`config.mk`:
```
export PLATFORM = sky130hd
export DESIGN_NAME = minute_lobat_status
export DESIGN_NICKNAME = d
export VERILOG_FILES = /design/src/rtl/mls_pkg.sv /design/src/rtl/mls_sync.sv /design/src/rtl/mls_minute_timer.sv /design/src/rtl/mls_lobat_monitor.sv /design/src/rtl/mls_status_merge.sv /design/src/rtl/minute_lobat_status.sv
export SDC_FILE = /design/constraint.sdc
export NUM_CORES = 1
export LEC_CHECK = 0
export BUFFER_PORTS_ARGS = -buffer_cell sky130_fd_sc_hd__buf_2
export CAP_MARGIN = 30
export CORE_AREA = 2 2 39 41
export CTS_CLUSTER_SIZE = 10
export DETAILED_ROUTE_END_ITERATION = 7
export DIE_AREA = 0 0 41 43
export PLACE_DENSITY = 0.6
export SLEW_MARGIN = 40
export SYNTH_ARGS = -nofsm -noshare
export SYNTH_HDL_FRONTEND = slang
export SYNTH_SLANG_ARGS = --single-unit
```
`constraint.sdc`:
```
create_clock -name clk -period 1.8 [get_ports clk]
set_input_delay 0.36 -clock clk [delete_from_list [all_inputs] [get_ports clk]]
set_output_delay 0.36 -clock clk [all_outputs]
set_load 0.01 [all_outputs]
```
`src/rtl/mls_pkg.sv`:
```
package mls_pkg;
    typedef enum logic {
        TMR_IDLE = 1'b0,
        TMR_RUN  = 1'b1
    } tmr_state_t;

    typedef enum logic {
        BAT_OFF = 1'b0,
        BAT_ON  = 1'b1
    } bat_state_t;
endpackage

```
`src/rtl/mls_sync.sv`:
```
module mls_sync #(
    parameter int STAGES = 2
) (
    input  logic clk,
    input  logic rst_n,
    input  logic d_in,
    output logic d_out
);
    logic [STAGES-1:0] chain_q;

    generate
        for (genvar g = 0; g < STAGES; g++) begin : g_stage
            if (g == 0) begin : g_first
                always_ff @(posedge clk) begin
                    if (!rst_n) chain_q[0] <= 1'b0;
                    else        chain_q[0] <= d_in;
                end
            end else begin : g_next
                always_ff @(posedge clk) begin
                    if (!rst_n) chain_q[g] <= 1'b0;
                    else        chain_q[g] <= chain_q[g-1];
                end
            end
        end
    endgenerate

    assign d_out = chain_q[STAGES-1];
endmodule

```
`src/rtl/mls_minute_timer.sv`:
```
module mls_minute_timer
    import mls_pkg::*;
#(
    parameter int TICKS_PER_MIN = 60
) (
    input  logic clk,
    input  logic rst_n,
    input  logic sec_tick,
    input  logic mt_en,
    input  logic mt_clr,
    output logic mt_evt
);
    localparam int CW = (TICKS_PER_MIN > 1) ? $clog2(TICKS_PER_MIN) : 1;
    localparam logic [CW-1:0] LAST = CW'(TICKS_PER_MIN - 1);

    tmr_state_t state_q, state_d;
    logic [CW-1:0] cnt_q, cnt_d;

    always_ff @(posedge clk) begin
        if (!rst_n) begin
            state_q <= TMR_IDLE;
            cnt_q   <= '0;
        end else begin
            state_q <= state_d;
            cnt_q   <= cnt_d;
        end
    end

    always_comb begin
        state_d = state_q;
        cnt_d   = cnt_q;
        mt_evt  = 1'b0;
        unique case (state_q)
            TMR_IDLE: begin
                if (mt_en) begin
                    state_d = TMR_RUN;
                    cnt_d   = '0;
                end else if (mt_clr) begin
                    cnt_d = '0;
                end
            end
            TMR_RUN: begin
                if (!mt_en) begin
                    state_d = TMR_IDLE;
                    if (mt_clr) cnt_d = '0;
                end else if (mt_clr) begin
                    cnt_d = '0;
                end else if (sec_tick) begin
                    if (cnt_q == LAST) begin
                        cnt_d  = '0;
                        mt_evt = 1'b1;
                    end else begin
                        cnt_d = cnt_q + 1'b1;
                    end
                end
            end
            default: state_d = TMR_IDLE;
        endcase
    end

    assert_cnt_bound_R2: assert property (@(posedge clk) disable iff (!rst_n)
        cnt_q <= LAST);
    assert_hold_when_off_R3: assert property (@(posedge clk) disable iff (!rst_n)
        (!mt_en && !mt_clr) |=> $stable(cnt_q));
    assert_restart_on_rise_R4: assert property (@(posedge clk) disable iff (!rst_n)
        (state_q == TMR_IDLE && mt_en) |=> (cnt_q == '0));
    assert_clear_zeroes_R5: assert property (@(posedge clk) disable iff (!rst_n)
        mt_clr |=> (cnt_q == '0));
endmodule

```
`src/rtl/mls_lobat_monitor.sv`:
```
module mls_lobat_monitor
    import mls_pkg::*;
#(
    parameter int SYNC_STAGES = 2
) (
    input  logic clk,
    input  logic rst_n,
    input  logic lb_pol,
    input  logic dev_on,
    input  logic lobat_pin,
    output logic lb_evt,
    output logic lb_level
);
    bat_state_t state_q, state_d;
    logic pin_s;
    logic lvl_q, lvl_d;

    mls_sync #(.STAGES(SYNC_STAGES)) u_sync (
        .clk   (clk),
        .rst_n (rst_n),
        .d_in  (lobat_pin),
        .d_out (pin_s)
    );

    always_ff @(posedge clk) begin
        if (!rst_n) begin
            state_q <= BAT_OFF;
            lvl_q   <= 1'b0;
        end else begin
            state_q <= state_d;
            lvl_q   <= lvl_d;
        end
    end

    always_comb begin
        state_d = state_q;
        lvl_d   = lvl_q;
        lb_evt  = 1'b0;
        unique case (state_q)
            BAT_OFF: begin
                if (dev_on) begin
                    state_d = BAT_ON;
                    lvl_d   = ~lb_pol;
                end
            end
            BAT_ON: begin
                if (dev_on) begin
                    lvl_d = ~lb_pol;
                end else if (pin_s != lvl_q) begin
                    lvl_d  = pin_s;
                    lb_evt = 1'b1;
                end
            end
            default: state_d = BAT_OFF;
        endcase
    end

    assign lb_level = lvl_q;

    assert_off_quiet_R6: assert property (@(posedge clk) disable iff (!rst_n)
        (state_q == BAT_OFF && !dev_on) |=> $stable(lvl_q));
    assert_preset_inverse_R7: assert property (@(posedge clk) disable iff (!rst_n)
        dev_on |=> (lvl_q == ~$past(lb_pol)));
    assert_level_follows_R9: assert property (@(posedge clk) disable iff (!rst_n)
        lb_evt |=> (lvl_q == $past(pin_s)));
endmodule

```
`src/rtl/mls_status_merge.sv`:
```
module mls_status_merge (
    input  logic clk,
    input  logic rst_n,
    input  logic mt_evt,
    input  logic lb_evt,
    output logic status_req,
    output logic mt_flag
);
    always_ff @(posedge clk) begin
        if (!rst_n) begin
            status_req <= 1'b0;
            mt_flag    <= 1'b0;
        end else begin
            status_req <= mt_evt | lb_evt;
            mt_flag    <= mt_evt;
        end
    end

    assert_flag_with_req_R11: assert property (@(posedge clk) disable iff (!rst_n)
        mt_flag |-> status_req);
    assert_merge_single_R10: assert property (@(posedge clk) disable iff (!rst_n)
        (mt_evt && lb_evt) |=> (status_req && mt_flag));
endmodule

```
`src/rtl/minute_lobat_status.sv`:
```
module minute_lobat_status #(
    parameter int TICKS_PER_MIN = 60,
    parameter int SYNC_STAGES   = 2
) (
    input  logic clk,
    input  logic rst_n,
    input  logic sec_tick,
    input  logic mt_en,
    input  logic mt_clr,
    input  logic lb_pol,
    input  logic dev_on,
    input  logic lobat_pin,
    output logic status_req,
    output logic mt_flag,
    output logic lb_flag
);
    logic mt_evt;
    logic lb_evt;

    mls_minute_timer #(.TICKS_PER_MIN(TICKS_PER_MIN)) u_timer (
        .clk      (clk),
        .rst_n    (rst_n),
        .sec_tick (sec_tick),
        .mt_en    (mt_en),
        .mt_clr   (mt_clr),
        .mt_evt   (mt_evt)
    );

    mls_lobat_monitor #(.SYNC_STAGES(SYNC_STAGES)) u_bat (
        .clk       (clk),
        .rst_n     (rst_n),
        .lb_pol    (lb_pol),
        .dev_on    (dev_on),
        .lobat_pin (lobat_pin),
        .lb_evt    (lb_evt),
        .lb_level  (lb_flag)
    );

    mls_status_merge u_merge (
        .clk        (clk),
        .rst_n      (rst_n),
        .mt_evt     (mt_evt),
        .lb_evt     (lb_evt),
        .status_req (status_req),
        .mt_flag    (mt_flag)
    );

    assert_single_cycle_R11: assert property (@(posedge clk) disable iff (!rst_n)
        (status_req && !mt_flag) |=> !(status_req && !mt_flag && $stable(lb_flag)));
endmodule

```
== Word level (Yosys, flattened, before mapping) ==
Cells that the tools add are included.
Word-level totals
  ROM bits: 0
  input port bits: 8
  memories: 0
  bits in latches: 0
  memory bits (writable): 0
  output and inout port bits: 3
  word-level logic and storage cells: 41
  register bits: 13
Operators by class
  eq/ne operators: 5
  bitwise logic cells: 4
  reduce and logical (&&, ||, !) cells: 1
  $add $sub $neg: 1
  muxes and demuxes: 22
  divide/modulo/power cells: 0
  $mul: 0
  shifts and indexed selects: 0
  $lt $le $gt $ge: 0
Operators with widths (number)
  6-bit 2-to-1 mux: 6
  1-bit 2-to-1 mux: 14
  6-bit case mux with 2 select lines: 1
  6-bit by 1-bit adder with 6-bit output (second input constant): 1
  6-bit == test (second input constant): 1
  4-bit inequality test (second input constant): 1
  3-bit inequality test (second input constant): 1
  1-bit inverter: 3
  2-bit inequality test (second input constant): 1
  1-bit case mux with 2 select lines: 1
  2-bit AND reduction: 1
  1-bit inequality test: 1
  1-bit bitwise OR: 1

== Longest topological paths before layout ==
Gate-level depths: netlist of run 1.
  depth after elaboration: 7
  depth in mapped cells: 5

== Modules after synthesis ==
A second synthesis of run 1 with hierarchy kept.
Second synthesis, totals
  cell total of the unflattened synthesis: 63
  area total of the unflattened synthesis: 610.6 sq um
By module, submodules not included
  mls_minute_timer: cells each 47, seq. area each 140.1 sq um, area an instance 415.4 sq um, instances 1
  mls_lobat_monitor: cells each 8, seq. area each 40.0 sq um, area an instance 88.8 sq um, instances 1
  mls_status_merge: cells each 4, seq. area each 40.0 sq um, area an instance 53.8 sq um, instances 1
  mls_sync: cells each 4, seq. area each 40.0 sq um, area an instance 52.6 sq um, instances 1

== Worst setup path after synthesis of run 1 ==
Ideal clock, no wire load.
  path kind: flip-flop to flip-flop
  start point: register u_timer.cnt_q[0]
  end point: register u_timer.cnt_q[2]
  buffers on the path: 0
  library setup time: 117 ps
  required time: 1683 ps
  period minus slack after synthesis: 1298 ps
  path slack: 502 ps
  cell stages (with the launch flop): 5
  data arrival time: 1181 ps
  path through: dfxtp_1 -> ha_1 -> nor2b_1 -> nand4_1 -> a32o_1
On the way
  cells in the longest elaborated chain, start to end: 6
  elaborated cells between the ends (all ways): 7
  those cells by class: add/sub (1); eq/ne (1); mux (5)
RTL lines
  from (decl): RTL line mls_minute_timer.sv:17  | logic [CW-1:0] cnt_q, cnt_d;
  from (signal assigned): RTL line mls_minute_timer.sv:25  | cnt_q <= cnt_d;
  6-bit by 1-bit adder with 6-bit output or 6-bit == test (tied branches): RTL line mls_minute_timer.sv:53, mls_minute_timer.sv:49
  6-bit 2-to-1 mux *: RTL line mls_minute_timer.sv:49  | if (cnt_q == LAST) begin
  6-bit 2-to-1 mux *: RTL line mls_minute_timer.sv:48  | end else if (sec_tick) begin
  6-bit 2-to-1 mux *: RTL line mls_minute_timer.sv:46  | end else if (mt_clr) begin
  6-bit 2-to-1 mux *: RTL line mls_minute_timer.sv:43  | if (!mt_en) begin
  6-bit case mux with 2 select lines *: RTL line mls_minute_timer.sv:33  | unique case (state_q)
Every way passes the cells marked *; elsewhere a longest branch is shown, timed or not. The select of a mux whose other input is x is not followed.
A chain may end at the register's enable or synchronous reset.

== Final worst setup path of run 1 ==
Same ends and word-level chain as after synthesis.

==> impl_metrics.yaml, run 1 <==
outcome:
  outcome: "finished clean"
worst_setup_path:
  cp_data_arrival_time_ns: 1.61
  cp_slowest_stage_delay_ns: 0.38
  crit_path_end_kind: "flop"
  crit_fanout: 7
  worstSetupPathType: "reg -> reg"
  crit_slowest_cell: "dfxtp_1"
  cp-start-kind: "flop"
  critPathBufInv: 0
  crit_chain: "ha_1 -> nor2b_1 -> nand4_1 -> a32o_1"
  crit_required_ns: 1.97
  path_delay_family: "simple AND/OR/NAND/NOR gates"
global_routing:
  antenna_found_initial: 0
  grt_usage: 0.131
  grt_pass1_vias: 391
  grt_pass1_wl_um: 1550
  overflow: 0
  grt_max_degree: 10
power:
  p_leak_nw: 0.268
  power.switching_w: 0.000110
  power.density_mw_per_mm2: 770
  seq_power_share: 0.588
  peakVddDrop_mv: 0.461
  internal-power_w: 0.000400
  swShare: 0.215
  pwr-share-comb: 0.075
  power_frac_clock: 0.338
yosys:
  async_flop_share: 0
  synth_top_area_share: 0.460
  synth-seq-area-share: 0.460
  ys_seq_elements: 13
  yosys.cell_types.count: 27
  synth-edff-count: 0
  synth.most_common_cell: "dfxtp_1"
  syn_area_per_cell_um2: 9.59
  synth_area_um2: 566
  yosys.area.top_type: "dfxtp_1"
  ys.flop_type: "dfxtp_1"
  syn_nets: 68
  synth_area_leaders: "dfxtp_1 (46%), nand2_1 (5.3%), a21oi_1 (4.4%), and2_2 (4.0%), nand3_1 (3.5%)"
  synthTopCellsByCount: "dfxtp_1 (13), nand2_1 (8), a21oi_1 (5)"
  ys_warn_count: 0
  synthCells: 59
sta:
  period_needed_ns: 1.44
  fin_crit_sh: 0.799
  report.final.hold_viol_count: 0
  timing.fmax_mhz: 696
  worst_slew_pin_slew_ns: 0.284
  clock_skew_ns: 0.00437
  max_slew_margin: 0.810
  worst_slack_ns: 0.363
  tns_ns: 0
  final-setup-viol-count: 0
  finalMaxSlewViolations: 0
  rsz0062_at_grt: "false"
clock_network:
  htreeDepth: 1
  cts_buffers: 3
  cts_tree: "done"
  worstSkewPairLatency_ns: 0.27
  clkTransAtPathRegs_ns: 0.07
  root_buffer: "clkbuf_4"
  clock_path_buffers: 2
  cts_resized: 0
  cts.sinks: 13
  cts_setup_buffers: 0
  cts_hold_buf: 0
cells_and_area:
  nets: 83
  finalNonFillerCells: 89
  drive_gt1_frac: 0.288
  antenna_cells: 0
  syn2layout_area_growth_pct: 17.0
floorplan:
  ioPinCount: 11
  num_rows: 14
  initial_utilization: 0.409
  die_h_um: 43
  core_area_mm2: 0.00138
  design.die.area_mm2: 0.00176
  die_x_um: 41
placed_design:
  place_ws_ns: 0.372
  post-place-cells: 85
  gp_congestion: 0.730
  portBuffers: 10
hold_path:
  holdCritPathClass: "in -> reg"
detailed_routing:
  wire_per_inst_um: 10.8
  ant_nets: 0
  drt_wl_total_um: 963
  drt_iter0_markers: 3
  drc_errors: 0
  dr_total_vias: 457
  viasPerCell: 5.13
  drtPass1Iterations: 2
flow_run:
  max-cap-violations: 0
[logic make-up after synthesis]
logic type	after synthesis	synth area share
simple gates	29	0.290
compound gates	13	0.175
flops	13	0.460
mux	2	0.0376
xor+xnor	1	0.0155
fa+ha+maj	1	0.0221
[worst reg2reg max path, cell delays in order (launching register included)]
cell and delay, ns:
dfxtp_1 0.38, ha_1 0.20, nor2b_1 0.17, nand4_1 0.27
a32o_1 0.33
[routing by layer]
| metal | vias up | track usage | wire [µm] |
|---|---|---|---|
| li1 | 244 | - | - |
| met2 | 7 | 0.188 | 429 |
| met5 | - | 0 | 0 |
| met3 | 0 | 0.0942 | 56 |
| met4 | 0 | 0.0200 | 0 |
| met1 | 206 | 0.161 | 478 |
[worst paths after layout]
path,from,end,slack [ns],cells past startpoint
worst max-delay path,u_timer.cnt_q[0],u_timer.cnt_q[2],0.36,4
worst min-delay path,dev_on,u_merge.status_req,0.31,2
worst max register to register,u_timer.cnt_q[0],u_timer.cnt_q[2],0.36,4
worst min register to register,u_bat.u_sync.chain_q[0],u_bat.u_sync.d_out,0.45,1
[cell usage in the layout (no fill, tap or decap), types with 2 or more instances in the layout]
cell,netlist,final
a21oi_1,5,5
nand3_1,4,4
buf_2,0,10
nor2_1,2,2
and2_2,3,3
clkbuf_4,0,3
nor2b_1,2,2
nand4_1,3,3
dfxtp_1,13,13
nand2_1,8,8
[layout make-up]
class / instances / area, µm²
well taps: 16 / 20.0
fillers: 133 / 722
repair buffers: 10 / 50.0
multi-input cells: 46 / 305
flip-flops and latches: 13 / 260
clock buffers: 4 / 26.3
[metrics by stage]
| step | cell area [µm²] | total power [W] | util | hold slack (ns) |
|---|---|---|---|---|
| floorplan | 566 | 0.000326 | - | 0.426 |
| global placement | 636 | 0.000344 | 0.459 | 0.430 |
| detailed placement | 636 | 0.000344 | 0.459 | 0.437 |
| CTS | 662 | 0.000520 | 0.478 | 0.298 |
| global route | 662 | 0.000540 | 0.478 | 0.290 |
| finish | 662 | 0.000510 | 0.478 | 0.305 |
[power by group through the flow]
stage	Combinational (W)	Clock (W)	Sequential [W]
after floorplan	0.0000195	0	0.000307
after global placement	0.0000379	0	0.000306
after detailed placement	0.0000379	0	0.000306
after CTS	0.0000381	0.000183	0.000299
after global routing	0.0000423	0.000197	0.000301
final	0.0000381	0.000172	0.000299
[registers in the layout, summed over array words and instances, names as in the netlist]
signal and count:
u_bat.u_sync.d_out 1, u_merge.mt_flag 1, u_bat.lb_level 1, u_timer.state_q 1, u_bat.state_q 1, u_merge.status_req 1, u_bat.u_sync.chain_q 1, u_timer.cnt_q 6
Note: power is estimated with default switching activity, not from simulation.
==> run 2, diff against run 1 <==
ABC_AREA = 1   (was not set)
CORE_AREA = not set   (was 2 2 39 41)
CORE_MARGIN = 2   (was not set)
CORE_UTILIZATION = 46   (was not set)
DIE_AREA = not set   (was 0 0 41 43)
PLACE_DENSITY = 0.66   (was 0.6)
clock period = 1.3 ns   (was 1.8 ns; I/O delays follow)
==> impl_metrics.yaml, run 2 <==
sta:
  clock_skew_ns: 0.000395
  period_needed_ns: 1.17
  timing.fmax_mhz: 857
  final-setup-viol-count: 0
  rsz0062_at_grt: "false"
  max_slew_margin: 0.818
  fin_crit_sh: 0.897
  worst_slew_pin_slew_ns: 0.273
  report.final.hold_viol_count: 0
  tns_ns: 0
  finalMaxSlewViolations: 0
power:
  pwr-share-comb: 0.085
  seq_power_share: 0.564
  power_frac_clock: 0.351
  peakVddDrop_mv: 0.659
  power.density_mw_per_mm2: 1030
  swShare: 0.251
  power.switching_w: 0.000186
  p_leak_nw: 0.343
  internal-power_w: 0.000554
yosys:
  synth_xor_xnor_area_share: 0.0282
  async_flop_share: 0
  ys_warn_count: 0
  yosys.area.top_type: "dfxtp_1"
  ys_seq_elements: 13
  synth_area_um2: 622
  synth_compound_area_frac: 0.113
  synth.most_common_cell: "nand2_1"
  synth_area_leaders: "dfxtp_1 (42%), nand2_1 (14%), inv_1 (8.5%), nor2_1 (7.8%), nand3_1 (4.8%)"
  synthCells: 92
  yosys.cell_types.count: 19
  syn_nets: 101
  ys.flop_type: "dfxtp_1"
  synth-edff-count: 0
  yosys.area_share.adder: 0.0201
  synth-seq-area-share: 0.419
  syn_area_per_cell_um2: 6.76
  synthTopCellsByCount: "nand2_1 (24), inv_1 (14), dfxtp_1 (13), nor2_1 (13), nand3_1 (6)"
  synth_top_family_by_area: "simple AND/OR/NAND/NOR gates"
  synth_top_area_share: 0.419
  synthMuxAreaShare: 0
  synthSimpleGateAreaFrac: 0.322
cells_and_area:
  nets: 115
  final_area_um2: 719
  drive_gt1_frac: 0.200
  regMostFlops: "u_timer.cnt_q"
  n_fill_cell: 137
  syn2layout_area_growth_pct: 15.7
  layout_common_cells: "nand2_1 (24), inv_1 (14), nor2_1 (12)"
  antenna_cells: 0
  layout_commonest_cell: "nand2_1"
  largest_reg_flops: 6
global_routing:
  grt_max_degree: 9
  overflow: 0
  grt_pass1_vias: 475
  grt_pass1_wl_um: 1980
  antenna_found_initial: 0
  grt_usage: 0.190
floorplan:
  design.die.area_mm2: 0.00166
  die_x_um: 40.8
  core_area_mm2: 0.00128
  num_rows: 13
  initial_utilization: 0.484
  ioPinCount: 11
  die_h_um: 40.8
placed_design:
  placed_cell_area_um2: 686
  hpwl_um: 887
  gp_congestion: 0.815
  portBuffers: 10
flow_run:
  max-cap-violations: 0
detailed_routing:
  drt_wl_total_um: 1180
  ant_nets: 0
  wire_per_inst_um: 9.81
  viasPerCell: 4.79
  drtPass1Iterations: 5
  dr_total_vias: 575
  drc_errors: 0
  drt_iter0_markers: 21
clock_network:
  cts_hold_buf: 0
  htreeDepth: 1
  root_buffer: "clkbuf_4"
  clock_path_buffers: 2
  clkTransAtPathRegs_ns: 0.08
  cts_tree: "done"
  cts.sinks: 13
  worstSkewPairLatency_ns: 0.28
  cts_buffers: 3
outcome:
  outcome: "finished clean"
hold_path:
  hold_start: "lobat_pin"
  holdCritPathClass: "in -> reg"
  min_to: "u_bat.u_sync.chain_q[0]"
  min_path_cells: 3
worst_setup_path:
  crit_top_cell: "nand2_1"
  crit_slowest_cell: "dfxtp_2"
  r2r_end: "u_timer.cnt_q[2]"
  cp_slowest_stage_delay_ns: 0.37
  rr_worst_depth: 8
  worstSetupPathType: "reg -> reg"
  crit_path_end_kind: "flop"
  timing.rr.start: "u_timer.cnt_q[1]"
  crit_fanout: 4
  cp_data_arrival_time_ns: 1.36
  cp-start-kind: "flop"
  crit_required_ns: 1.49
  ff2ff_setup_slack_ns: 0.13
  crit_chain: "ha_2 -> nand3_1 -> nor2_2 -> nor2_1 -> nand2_1 -> nand2_1 -> nand2_1 -> inv_1"
## run 2: cells by family after synthesis
kind of cell	Yosys count
AOI/OAI and AO/OA	12
xor gates and xnor gates	2
adders and majority gates	1
buffers and inverters	16
DFF	13
and+or+nand+nor	48
## run 2: critical path: cells and delay by family (launching register included)
kind | cells | cell delay [ns]
AND/OR/NAND/NOR | 6 | 0.46
adder cells (fa/ha/maj) | 1 | 0.21
flip-flops | 1 | 0.37
buffers and inverters | 1 | 0.04
## run 2: cell type report
class / instances / area (µm²) / share of cell area
Multi-Input combinational cell: 63 / 305 / 0.424
Clock buffer: 4 / 26.3 / 0.0365
Inverter: 15 / 56.3 / 0.0783
Timing Repair Buffer: 10 / 50.0 / 0.0696
Sequential cell: 13 / 263 / 0.365
Tap cell: 15 / 18.8 / 0.0261
## run 2: repair_timing
item / CTS / global route
resized for setup: 0 / 4
buffers inserted: 0 / 0
endpoints found under the setup margin: 0 / 6
## run 2: worst max path at each step
stage                                start                to  slack (ns)  cells past startpoint
after floorplan           u_timer.cnt_q[0]  u_timer.cnt_q[2]        0.20                      8
after global placement    u_timer.cnt_q[1]  u_timer.cnt_q[2]        0.13                      8
after detailed placement  u_timer.cnt_q[1]  u_timer.cnt_q[2]        0.07                      8
after CTS                 u_timer.cnt_q[1]  u_timer.cnt_q[2]        0.06                      8
after global routing      u_timer.cnt_q[1]  u_timer.cnt_q[2]        0.06                      8
final                     u_timer.cnt_q[1]  u_timer.cnt_q[2]        0.13                      8
## run 2: through the flow
stage | hold WS (ns) | cells | setup slack, ns | util | power (W)
finish | 0.158 | 120 | 0.134 | 0.560 | 0.000740
global route | 0.145 | 120 | 0.0619 | 0.560 | 0.000766
CTS | 0.154 | 120 | 0.0616 | 0.554 | 0.000748
detailed placement | 0.406 | 116 | 0.0654 | 0.534 | 0.000490
global placement | 0.396 | 116 | 0.133 | 0.534 | 0.000489
floorplan | 0.353 | 92 | 0.200 | - | 0.000465
## run 2: power by group through the flow
stage | Clock, W | Combinational (W) | Sequential (W)
4_1_cts | 0.000267 | 0.0000639 | 0.000417
3_3_place_gp | 0 | 0.0000627 | 0.000426
2_1_floorplan | 0 | 0.0000377 | 0.000427
6_report | 0.000260 | 0.0000631 | 0.000417
3_5_place_dp | 0 | 0.0000640 | 0.000426
5_1_grt | 0.000274 | 0.0000725 | 0.000419
## run 2: metal layers
metal / vias to the layer above / wire, µm / track usage
li1: 313 / - / -
met1: 246 / 593 / 0.249
met2: 11 / 499 / 0.246
met3: 5 / 48 / 0.0652
met4: 0 / 35 / 0.150
met5: - / 0 / 0
